### src/rtl/spi_pad_pkg.sv
package spi_pad_pkg;
  typedef struct packed {
    logic cntClear;
    logic cntWrap;
  } divStrobe_t;
endpackage

### src/rtl/spi_pad_ctrl.sv
module spi_pad_ctrl
  import spi_pad_pkg::*;
(
  input  logic       clk,
  input  logic       rstN,
  input  logic       masterMode,
  input  logic       biDir,
  input  logic       dirMiso,
  input  logic       dirMosi,
  input  logic       dirSck,
  input  logic       dirSs,
  input  logic       ssOutEn,
  input  logic       ssInN,
  input  logic       termHit,
  output divStrobe_t strobe,
  output logic       misoOe,
  output logic       mosiOe,
  output logic       sckOe,
  output logic       ssOe,
  output logic       serInFromMosi,
  output logic       misoGpio,
  output logic       mosiGpio
);
  always_comb begin
    misoOe        = !masterMode && dirMiso && !ssInN;
    mosiOe        = masterMode && dirMosi;
    sckOe         = masterMode && dirSck;
    ssOe          = masterMode && dirSs && ssOutEn;
    serInFromMosi = !(masterMode ^ biDir);
    misoGpio      = masterMode && biDir;
    mosiGpio      = !masterMode && biDir;
    strobe.cntClear = !masterMode;
    strobe.cntWrap  = masterMode && termHit;
  end

  assert_miso_slave_only_R4: assert property (@(posedge clk) disable iff (!rstN)
    misoOe |-> (!masterMode && !ssInN));
  assert_mosi_master_only_R5: assert property (@(posedge clk) disable iff (!rstN)
    mosiOe |-> masterMode);
  assert_ss_needs_enable_R7: assert property (@(posedge clk) disable iff (!rstN)
    ssOe |-> (ssOutEn && dirSs));
  assert_one_gpio_R2: assert property (@(posedge clk) disable iff (!rstN)
    !(misoGpio && mosiGpio));
  assert_no_tick_slave_R12: assert property (@(posedge clk) disable iff (!rstN)
    strobe.cntWrap |-> masterMode);
endmodule

### src/rtl/spi_pad_div.sv
module spi_pad_div
  import spi_pad_pkg::*;
#(
  parameter int RATE_W = 3
) (
  input  logic              clk,
  input  logic              rstN,
  input  divStrobe_t        strobe,
  input  logic              rateWe,
  input  logic [RATE_W-1:0] rateWrData,
  output logic [RATE_W-1:0] rateQ,
  output logic              termHit
);
  localparam int CNT_W = 2 ** RATE_W;
  localparam int SH_W  = RATE_W + 1;

  logic [RATE_W-1:0] rateReg;
  logic [RATE_W-1:0] activeRate;
  logic [CNT_W-1:0]  cnt;
  logic [CNT_W:0]    divisor;
  logic [CNT_W-1:0]  termCnt;
  logic [SH_W-1:0]   shiftAmt;

  always_comb begin
    shiftAmt = SH_W'(activeRate) + SH_W'(1);
    divisor  = (CNT_W+1)'(1) << shiftAmt;
    termCnt  = CNT_W'(divisor - (CNT_W+1)'(1));
    termHit  = (cnt == termCnt);
  end

  always_ff @(posedge clk or negedge rstN) begin
    if (!rstN) rateReg <= '0;
    else if (rateWe) rateReg <= rateWrData;
  end

  always_ff @(posedge clk or negedge rstN) begin
    if (!rstN) begin
      cnt        <= '0;
      activeRate <= '0;
    end else if (strobe.cntClear || strobe.cntWrap) begin
      cnt        <= '0;
      activeRate <= rateReg;
    end else begin
      cnt <= cnt + CNT_W'(1);
    end
  end

  assign rateQ = rateReg;

  assert_cnt_bound_R8: assert property (@(posedge clk) disable iff (!rstN)
    cnt <= termCnt);
  assert_rate_held_R10: assert property (@(posedge clk) disable iff (!rstN)
    (!$past(strobe.cntClear) && !$past(strobe.cntWrap)) |-> $stable(activeRate));
  assert_clear_slave_R11: assert property (@(posedge clk) disable iff (!rstN)
    strobe.cntClear |=> (cnt == '0));
endmodule

### src/rtl/spi_pad_front.sv
module spi_pad_front
  import spi_pad_pkg::*;
#(
  parameter int RATE_W = 3
) (
  input  logic              clk,
  input  logic              rstN,
  input  logic              masterMode,
  input  logic              biDir,
  input  logic              dirMiso,
  input  logic              dirMosi,
  input  logic              dirSck,
  input  logic              dirSs,
  input  logic              ssOutEn,
  input  logic              ssInN,
  input  logic              rateWe,
  input  logic [RATE_W-1:0] rateWrData,
  output logic [RATE_W-1:0] rateQ,
  output logic              misoOe,
  output logic              mosiOe,
  output logic              sckOe,
  output logic              ssOe,
  output logic              serInFromMosi,
  output logic              misoGpio,
  output logic              mosiGpio,
  output logic              sckTick
);
  divStrobe_t strobe;
  logic       termHit;

  spi_pad_ctrl uCtrl (
    .clk(clk), .rstN(rstN), .masterMode(masterMode), .biDir(biDir),
    .dirMiso(dirMiso), .dirMosi(dirMosi), .dirSck(dirSck), .dirSs(dirSs),
    .ssOutEn(ssOutEn), .ssInN(ssInN), .termHit(termHit), .strobe(strobe),
    .misoOe(misoOe), .mosiOe(mosiOe), .sckOe(sckOe), .ssOe(ssOe),
    .serInFromMosi(serInFromMosi), .misoGpio(misoGpio), .mosiGpio(mosiGpio)
  );

  spi_pad_div #(.RATE_W(RATE_W)) uDiv (
    .clk(clk), .rstN(rstN), .strobe(strobe), .rateWe(rateWe),
    .rateWrData(rateWrData), .rateQ(rateQ), .termHit(termHit)
  );

  assign sckTick = strobe.cntWrap;
endmodule

### config.mk
export PLATFORM = sky130hd
export DESIGN_NAME = spi_pad_front
export DESIGN_NICKNAME = d
export VERILOG_FILES = /design/src/rtl/spi_pad_pkg.sv /design/src/rtl/spi_pad_ctrl.sv /design/src/rtl/spi_pad_div.sv /design/src/rtl/spi_pad_front.sv
export SDC_FILE = /design/constraint.sdc
export NUM_CORES = 1
export LEC_CHECK = 0
export ABC_AREA = 1
export BUFFER_PORTS_ARGS = -buffer_cell sky130_fd_sc_hd__buf_2
export CAP_MARGIN = 20
export CORE_ASPECT_RATIO = 1.4
export CORE_MARGIN = 2
export CORE_UTILIZATION = 29
export DETAILED_ROUTE_END_ITERATION = 16
export GPL_TIMING_DRIVEN = 0
export PLACE_DENSITY = 0.49
export SKIP_LAST_GASP = 1
export SLEW_MARGIN = 20
export SYNTH_ARGS = -nofsm -noshare
export SYNTH_HDL_FRONTEND = slang
export SYNTH_HIERARCHICAL = 1
export SYNTH_SLANG_ARGS = --single-unit
### constraint.sdc
create_clock -name clk -period 3.36 [get_ports clk]
set_clock_uncertainty 0.05 [all_clocks]
set_input_delay 0.336 -clock clk [delete_from_list [all_inputs] [get_ports clk]]
set_output_delay 0.336 -clock clk [all_outputs]
set_load 0.02 [all_outputs]
==> run summary <==
status -> finished clean
postcts setup bufs -> 0
Routed WL per cell -> 9.599 um
Comb power frac -> 23.1%
Non-Filler Instances -> 192
initial antenna violation count -> 0
multiplexer area fraction after synthesis -> 0%
layout cells sized above 1 -> 23.23%
Fmax -> 406.6 MHz
CTS tree -> built
Setup CP Type -> register to output port
Synth area leaders -> dfrtp_1 (40%), nand2_1 (15%), inv_1 (7.7%)
routability congestion estimate -> 0.8447
final max-slew violation count -> 0
RSZ-0062 raised after global routing -> false
TritonCTS Buffers -> 3
row cnt -> 23
Starting DRT DRC Count -> 27
Synth cell types -> 20
H-tree levels -> 1
Max Cap Violations -> 0
Crit. End Element -> output port
post-route ant nets -> 0
Die Area -> 0.003501 mm2
sw frac -> 29.36%
Clk network pwr share -> 35.0%
CP startpoint kind -> register
global-route wire length before repair -> 3.277 mm
gr ovfl total -> 0
Mapped Cells -> 126
VDD IR-drop max -> 0.0002298 V
hold crit path type -> primary input to register
syn nets -> 144
Internal Power -> 324.1 uW
fin crit period -> 2.459 ns
Sequential Power Share -> 41.9%
FF+latch count, synth -> 14
Met1 Routed Length -> 765 um
Clock Pin Slew Worst Setup and Hold Paths -> 0.05 ns
DR vias -> 863
Yosys top cell area share -> 39.77%
leakage -> 0.6127 nW
WP data arrival -> 2.07 ns
Final nets -> 174
metal2 WL -> 960 um
CP max FO -> 7
Sw Pwr -> 134.7 uW
vias in the first global route -> 826
Die Y -> 69.21 um
R2R depth -> 15
Vias/cell -> 4.495
Initial Util -> 30.61%
Core Region -> 0.002878 mm2
mean area per synthesized cell -> 6.991 um2
final setup fails -> 0
Post-Syn Area -> 880.8 um2
worst skew pair latency -> 0.24 ns
Area Growth Syn to Fin -> 26.28%
final WL -> 1.843 mm
Die Wd -> 50.58 um
Pwr per Cell Area -> 412.5 mW/mm2
WHS Path Cells -> 3
Post-Synth Simple-Gate Area -> 31.82%
Clock Sinks -> 14
met3 wire len -> 105 um
TNS Setup -> 0 ns
DRT Pass-1 Iters -> 4
period utilisation layout -> 73.19%
total power -> 458.9 uW
CTS max path bufs -> 2
# port buffers -> 24
IO Pins -> 25
sequential fraction of the synthesis area -> 39.77%
cell total after placement -> 187
Crit path required time -> 2.97 ns
area leader, netlist -> dfrtp_1
max layer used -> met4
largest net degree at the start of global routing -> 15
CTS root buf -> clkbuf_8
# DRC -> 0
adder-cell share of the synthesized area -> 5.682%
Hold WS -> 0.2505 ns
dpl hpwl -> 1.525 mm
Compound-Gate Fraction of Synth Area -> 10.65%
synth warn -> 6
main combinational cell family by area after synthesis -> simple AND/OR/NAND/NOR gates
Synth Area in XOR/XNOR -> 0.9943%
Layout fillers -> 328
diodes inserted -> 0
final hold viol count -> 0
GR Util All Layers -> 11.80%
[power by group through the flow]
stage / combinational (mW) / clock [mW] / sequential, mW
final: 0.106 / 0.161 / 0.192
after CTS: 0.108 / 0.167 / 0.192
after floorplan: 0.0714 / 0 / 0.197
after detailed placement: 0.107 / 0 / 0.195
after global routing: 0.124 / 0.175 / 0.194
after global placement: 0.105 / 0 / 0.195
[kinds of logic (layout without fill, tap and decap cells)]
group                    after synthesis  after routing
adder cells (fa/ha/maj)                4              4
buffers and inverters                 22             51
AND/OR/NAND/NOR                       66             66
XOR/XNOR                               1              1
other                                  1              1
AO/OA/AOI/OAI                         18             18
flip-flops                            14             14
[flip-flops by register name (all words and copies together), names as in the netlist]
register         cells
uDiv/cnt             8
uDiv/activeRate      3
uDiv/rateQ           3
[placed cells by master (no fill, tap or decap), types with 2 or more instances in the layout]
cell | Yosys | final
nand2_1 | 36 | 36
nand4_1 | 3 | 3
a21oi_1 | 4 | 4
dfrtp_1 | 14 | 14
inv_1 | 18 | 18
nor3_1 | 2 | 2
ha_1 | 4 | 4
nor2_1 | 16 | 16
o21ai_0 | 11 | 11
nand3_1 | 6 | 6
buf_2 | 0 | 24
o21ai_1 | 2 | 2
clkbuf_8 | 0 | 4
inv_2 | 2 | 2
[repair_timing]
| item | 4_1_cts | 5_1_grt |
|---|---|---|
| hold buffers | 1 | 0 |
| resized for setup | 0 | 0 |
| endpoints found under the hold margin | 14 | 0 |
[critical path, stage by stage (launching register included)]
cell	delay [ns]
dfrtp_1	0.46
nor2_1	0.22
nand2_1	0.08
ha_1	0.29
nor2_1	0.04
nor2_1	0.10
nand2_1	0.06
nor2_1	0.09
nand3_1	0.08
nor3_2	0.11
nand2_1	0.07
inv_1	0.07
buf_2	0.16
[routing by layer]
metal	track usage, %	vias up
li1	-	454
met1	13.97	380
met2	20.61	27
met3	1.509	2
met4	5.405	0
met5	0	-
[synthesized netlist by cell type]
cell type,instances
a21oi_1,4
buf_4,1
buf_6,1
conb_1,1
dfrtp_1,14
ha_1,4
inv_1,18
inv_2,2
nand2_1,36
nand3_1,6
nand3_2,1
nand4_1,3
nor2_1,16
nor2_2,1
nor3_1,2
nor3_2,1
o21ai_0,11
o21ai_1,2
o21ai_2,1
xnor2_1,1
[metrics by stage]
| step | instance area [um2] | setup WS, ns | util [%] |
|---|---|---|---|
| after floorplan | 880.8 | 1.201 | - |
| after global placement | 1047 | 1.008 | 36.39 |
| after detailed placement | 1047 | 0.9617 | 36.39 |
| after CTS | 1112 | 0.8477 | 38.65 |
| after global routing | 1112 | 0.6416 | 38.65 |
| final | 1112 | 0.9007 | 38.65 |
[layout make-up]
class	count	area [um2]	share of cell area, %
Inverter	20	75.07	6.749
Clock buffer	4	55.05	4.949
Sequential cell	14	350.3	31.50
Timing Repair Buffer	25	130.1	11.70
Multi-Input combinational cell	90	436.7	39.26
Tap cell	37	46.29	4.162
Buffer	2	18.77	1.687
[final timing paths]
path	start	to	slack [ns]
hold / removal	rateWrData[1]	uDiv/rateQ[1]	0.25
min in group asynchronous	rstN	uDiv/cnt[5]	0.47
max in group asynchronous	rstN	uDiv/activeRate[1]	2.56
setup reg to reg	uDiv/activeRate[1]	uDiv/cnt[7]	0.99
hold reg to reg	uDiv/cnt[0]	uDiv/cnt[0]	0.46
setup / recovery	uDiv/activeRate[1]	sckTick	0.90
Power figures use the tool's default switching activity.
